## config.mk

```make
export PLATFORM = sky130hd
export DESIGN_NAME = bpar_top
export DESIGN_NICKNAME = d
export VERILOG_FILES = /design/src/rtl/bpar_pkg.sv /design/src/rtl/bpar_tree.sv /design/src/rtl/bpar_fmt.sv /design/src/rtl/bpar_ctrl.sv /design/src/rtl/bpar_top.sv
export SDC_FILE = /design/constraint.sdc
export NUM_CORES = 1
export LEC_CHECK = 0
export ABC_AREA = 1
export BUFFER_PORTS_ARGS = -buffer_cell sky130_fd_sc_hd__buf_2
export CAP_MARGIN = 30
export CORE_AREA = 2 2 78 80
export CTS_CLUSTER_DIAMETER = 60
export DETAILED_ROUTE_END_ITERATION = 8
export DIE_AREA = 0 0 80 82
export PLACE_DENSITY = 0.78
export REMOVE_ABC_BUFFERS = 1
export SYNTH_ARGS = -nofsm -noshare
export SYNTH_HDL_FRONTEND = slang
export SYNTH_SLANG_ARGS = --single-unit
```

## constraint.sdc

```tcl
create_clock -name clk -period 1.3 [get_ports clk]
set_clock_uncertainty 0.05 [all_clocks]
set_input_delay 0.065 -clock clk [delete_from_list [all_inputs] [get_ports clk]]
set_output_delay 0.065 -clock clk [all_outputs]
set_load 0.01 [all_outputs]
```

## src/rtl/bpar_pkg.sv

```systemverilog
package bpar_pkg;

    typedef enum logic [0:0] {
        TREE_CHECK = 1'b0,
        TREE_LENT  = 1'b1
    } tree_state_e;

endpackage

```

## src/rtl/bpar_tree.sv

```systemverilog
module bpar_tree #(
    parameter int LANES  = 4,
    parameter int LANE_W = 9
) (
    input  logic [LANES*LANE_W-1:0] word,
    output logic [LANES-1:0]        data_x
);
    localparam int DATA_W = LANE_W - 1;

    for (genvar k = 0; k < LANES; k++) begin : g_lane
        assign data_x[k] = ^word[k*LANE_W +: DATA_W];
    end
endmodule

```

## src/rtl/bpar_fmt.sv

```systemverilog
module bpar_fmt #(
    parameter int LANES  = 4,
    parameter int LANE_W = 9
) (
    input  logic                    dir_wr,
    input  logic                    gen_en,
    input  logic                    odd_sel,
    input  logic [LANES*LANE_W-1:0] src,
    input  logic [LANES-1:0]        data_x,
    output logic [LANES*LANE_W-1:0] bus_out
);
    localparam int DATA_W = LANE_W - 1;

    for (genvar k = 0; k < LANES; k++) begin : g_lane
        logic top;
        always_comb begin
            top = gen_en ? (data_x[k] ^ odd_sel) : src[k*LANE_W + DATA_W];
        end
        assign bus_out[k*LANE_W +: DATA_W] = dir_wr ? '0 : src[k*LANE_W +: DATA_W];
        assign bus_out[k*LANE_W + DATA_W]  = dir_wr ? 1'b0 : top;
    end
endmodule

```

## src/rtl/bpar_ctrl.sv

```systemverilog
module bpar_ctrl
    import bpar_pkg::*;
(
    input  logic clk,
    input  logic rst_n,
    input  logic lend_req,
    input  logic any_fail,
    output logic perr_n
);
    tree_state_e state_q, state_d;
    logic        fail_q;

    always_comb begin
        state_d = state_q;
        unique case (state_q)
            TREE_CHECK: if (lend_req)  state_d = TREE_LENT;
            TREE_LENT:  if (!lend_req) state_d = TREE_CHECK;
            default:    state_d = TREE_CHECK;
        endcase
    end

    always_ff @(posedge clk) begin
        if (!rst_n) begin
            state_q <= TREE_CHECK;
            fail_q  <= 1'b0;
        end else begin
            state_q <= state_d;
            fail_q  <= any_fail;
        end
    end

    always_comb begin
        unique case (state_q)
            TREE_CHECK: perr_n = !fail_q;
            TREE_LENT:  perr_n = 1'b1;
            default:    perr_n = 1'b1;
        endcase
    end
endmodule

```

## src/rtl/bpar_top.sv

```systemverilog
module bpar_top #(
    parameter int LANES  = 4,
    parameter int LANE_W = 9
) (
    input  logic                    clk,
    input  logic                    rst_n,
    input  logic                    odd_sel,
    input  logic                    dir_wr,
    input  logic                    mbox_sel,
    input  logic                    gen_en,
    input  logic [LANES*LANE_W-1:0] bus_in,
    input  logic [LANES*LANE_W-1:0] rd_word,
    input  logic [LANES*LANE_W-1:0] mbox_word,
    output logic [LANES*LANE_W-1:0] bus_out,
    output logic                    perr_n
);
    localparam int WORD_W = LANES * LANE_W;
    localparam int DATA_W = LANE_W - 1;

    logic              lend;
    logic [WORD_W-1:0] tree_in;
    logic [WORD_W-1:0] src;
    logic [LANES-1:0]  shared_x;
    logic [LANES-1:0]  fifo_x;
    logic [LANES-1:0]  gen_x;
    logic [LANES-1:0]  lane_fail;
    logic              any_fail;

    assign lend    = !dir_wr && mbox_sel && gen_en;
    assign tree_in = lend ? mbox_word : bus_in;
    assign src     = mbox_sel ? mbox_word : rd_word;

    bpar_tree #(.LANES(LANES), .LANE_W(LANE_W)) u_shared_tree (
        .word   (tree_in),
        .data_x (shared_x)
    );

    bpar_tree #(.LANES(LANES), .LANE_W(LANE_W)) u_fifo_tree (
        .word   (rd_word),
        .data_x (fifo_x)
    );

    assign gen_x = mbox_sel ? shared_x : fifo_x;

    for (genvar k = 0; k < LANES; k++) begin : g_chk
        assign lane_fail[k] = (shared_x[k] ^ bus_in[k*LANE_W + DATA_W]) != odd_sel;
    end
    assign any_fail = |lane_fail;

    bpar_fmt #(.LANES(LANES), .LANE_W(LANE_W)) u_fmt (
        .dir_wr  (dir_wr),
        .gen_en  (gen_en),
        .odd_sel (odd_sel),
        .src     (src),
        .data_x  (gen_x),
        .bus_out (bus_out)
    );

    bpar_ctrl u_ctrl (
        .clk      (clk),
        .rst_n    (rst_n),
        .lend_req (lend),
        .any_fail (any_fail),
        .perr_n   (perr_n)
    );
endmodule

```

==> flow_metrics.env <==
export IMPL_grt_max_degree=41
export IMPL_worstHoldStart="rst_n"
export IMPL_p_total_mw=1.738
export IMPL_cp_slowest_cell="nor2_4"
export IMPL_initialDrtViolationCount=120
export IMPL_diodes=0
export IMPL_num_rows=28
export IMPL_grtUsageTotal_pct=21.82
export IMPL_path_cells="buf_12 -> nand2_4 -> nor2_4 -> buf_6 -> nand2_1 -> nand2_2 -> inv_2 -> nand2_1 -> nand2_2 -> nand2_2 -> nand3_2 -> nand3_2 -> nand2_1 -> o21ai_1 -> inv_1 -> buf_2"
export IMPL_portBuffers=150
export IMPL_netlist_instances=473
export IMPL_ys_seq_elements=2
export IMPL_rsz0062_at_grt="true"
export IMPL_first_pass_iters=4
export IMPL_setup_viol=5
export IMPL_worst_path_buf_inv=5
export IMPL_h_tree_depth=1
export IMPL_report_final_slew_viol_count=0
export IMPL_startpoint="mbox_sel"
export IMPL_fin_ws_ns=-0.3070
export IMPL_clock_sinks=2
export IMPL_drive_above_1_share_pct=39.39
export IMPL_grt_pass1_vias=2946
export IMPL_timing_final_crit_share_pct=123.6
export IMPL_worst_ir_drop_vdd_mv=0.2787
export IMPL_p_leak_nw=2.259
export IMPL_wl_mm=7.679
export IMPL_worst_pin_slew_ns=0.2823
export IMPL_pre_cts_slack_ns=-0.4412
export IMPL_layout_commonest_cell="nand2_1"
export IMPL_cp_end_kind="output pin"
export IMPL_grt_overflow_total=0
export IMPL_crit_type="in -> out"
export IMPL_synth_cell_type_count=21
export IMPL_cp_start_kind="input port"
export IMPL_core_um2=5746
export IMPL_violations="setup timing"
export IMPL_ant_nets=0
export IMPL_filler_cell_count=584
export IMPL_globalplace_congestion=0.7869
export IMPL_crit_family="simple AND/OR/NAND/NOR gates"
export IMPL_io_pins=151
export IMPL_slowest_delay_ns=0.21
export IMPL_grt_pass1_wl_mm=11.59
export IMPL_slew_limit_headroom_pct=81.18
export IMPL_cp_arrival_ns=1.49
export IMPL_crit_fanout=5
export IMPL_dieHeight_um=82
export IMPL_cts_root_buf="clkbuf_8"
export IMPL_final_util_pct=60.45
export IMPL_cp_required_ns=1.19
export IMPL_syn_avg_cell_area_um2=4.566
export IMPL_route_detailed_drc=0
export IMPL_wl_per_cell_um=10.52
export IMPL_final_nets=771
export IMPL_seq_area_frac_synth_pct=1.854
export IMPL_cts_hold_buf=0
export IMPL_syn_to_final_growth_pct=60.83
export IMPL_grt_antenna_before_repair=0
export IMPL_fp_dieArea_um2=6560
export IMPL_min_path_type="in -> reg"
export IMPL_period_minus_slack_ns=1.607
export IMPL_clkSlewWorstSetupHoldPaths_ns=0.03
export IMPL_dieWidth_um=80
export IMPL_p_per_area_nw_per_um2=500.4
export IMPL_cts_buffers=3
export IMPL_max_freq_ghz=0.6223
export IMPL_ys_warn_count=0
export IMPL_layout_common_cells="nand2_1, buf_2, inv_1"
export IMPL_vias=3379
export IMPL_start_util_pct=37.59
export IMPL_hpwlAfterDp_mm=5.950
export IMPL_hold_violations=0
export IMPL_cts_tree="done"
export IMPL_viasPerCell=4.629
export IMPL_clk_path_buf_depth=2
export IMPL_synthesis_area_um2=2160
export IMPL_max_cap_violations=0
export IMPL_outcome="finished with violations"
==> cells in the mapped netlist, drive strengths merged <==
library cell	n	area share, %
inv	90	16
nand3b	1	0.35
nand2	227	41
xor2	3	1.2
buf	5	2.1
nand3	18	4.8
nor2	11	2.3
dfxtp	2	1.9
clkinv	1	0.17
a21oi	43	10
clkbuf	10	1.7
xnor2	25	10
o21ai	37	8.6
==> state kept, by name, summed over array words and instances, names as in the netlist <==
register / flops
u_ctrl.fail_q: 1
u_ctrl.state_q: 1
==> metal layers <==
| layer | up-vias | GRT usage, % | wire, µm |
|---|---|---|---|
| met4 | 0 | 5.593 | 64 |
| li1 | 1794 | - | - |
| met3 | 8 | 3.077 | 566 |
| met5 | - | 0 | 0 |
| met2 | 112 | 44.50 | 4011 |
| met1 | 1465 | 23.15 | 3037 |
==> worst paths after layout <==
| kind | endpoint | slack (ns) | cells past startpoint |
|---|---|---|---|
| max | bus_out[26] | -0.31 | 16 |
| min | u_ctrl.state_q$_SDFF_PN0_ | 0.04 | 3 |
==> final cells by class <==
cell class	instances	area (µm²)	share of cell area, %
multi-input cells	367	1823	52.49
repair buffers	192	1131	32.56
inverters	91	344.1	9.906
well taps	75	93.84	2.702
clock buffers	3	41.29	1.189
flip-flops and latches	2	40.04	1.153
==> power by group <==
part           switching, mW  leakage [nW]  internal, mW
Sequential           0.00240        0.0166        0.0675
Combinational          0.775          2.22         0.649
Clock                 0.0485        0.0216         0.196
==> kinds of logic after synthesis <==
family	after synthesis	synth area share, %
buffers and inverters	106	19.70
flip-flops	2	1.854
AO/OA/AOI/OAI	80	18.54
XOR/XNOR	28	11.36
AND/OR/NAND/NOR	257	48.55
==> through the flow <==
stage                     area, µm²  setup TNS, ns  hold WS [ns]  cells
after floorplan                2076        -0.4900        0.1465    458
after global placement         3153         -4.479        0.2587    714
after detailed placement       3153         -5.191        0.2608    714
after CTS                      3400         -1.459       0.04309    728
after global routing           3473         -2.473       0.06328    730
final                          3473         -1.437       0.04046    730
==> what timing repair did <==
action / in CTS / in global routing
buffers inserted: 9 / 2
pin swaps: 20 / 23
resized for setup: 33 / 27
gates cloned: 2 / 0
endpoints found under the setup margin: 23 / 15
(Power assumes the default switching activity.)
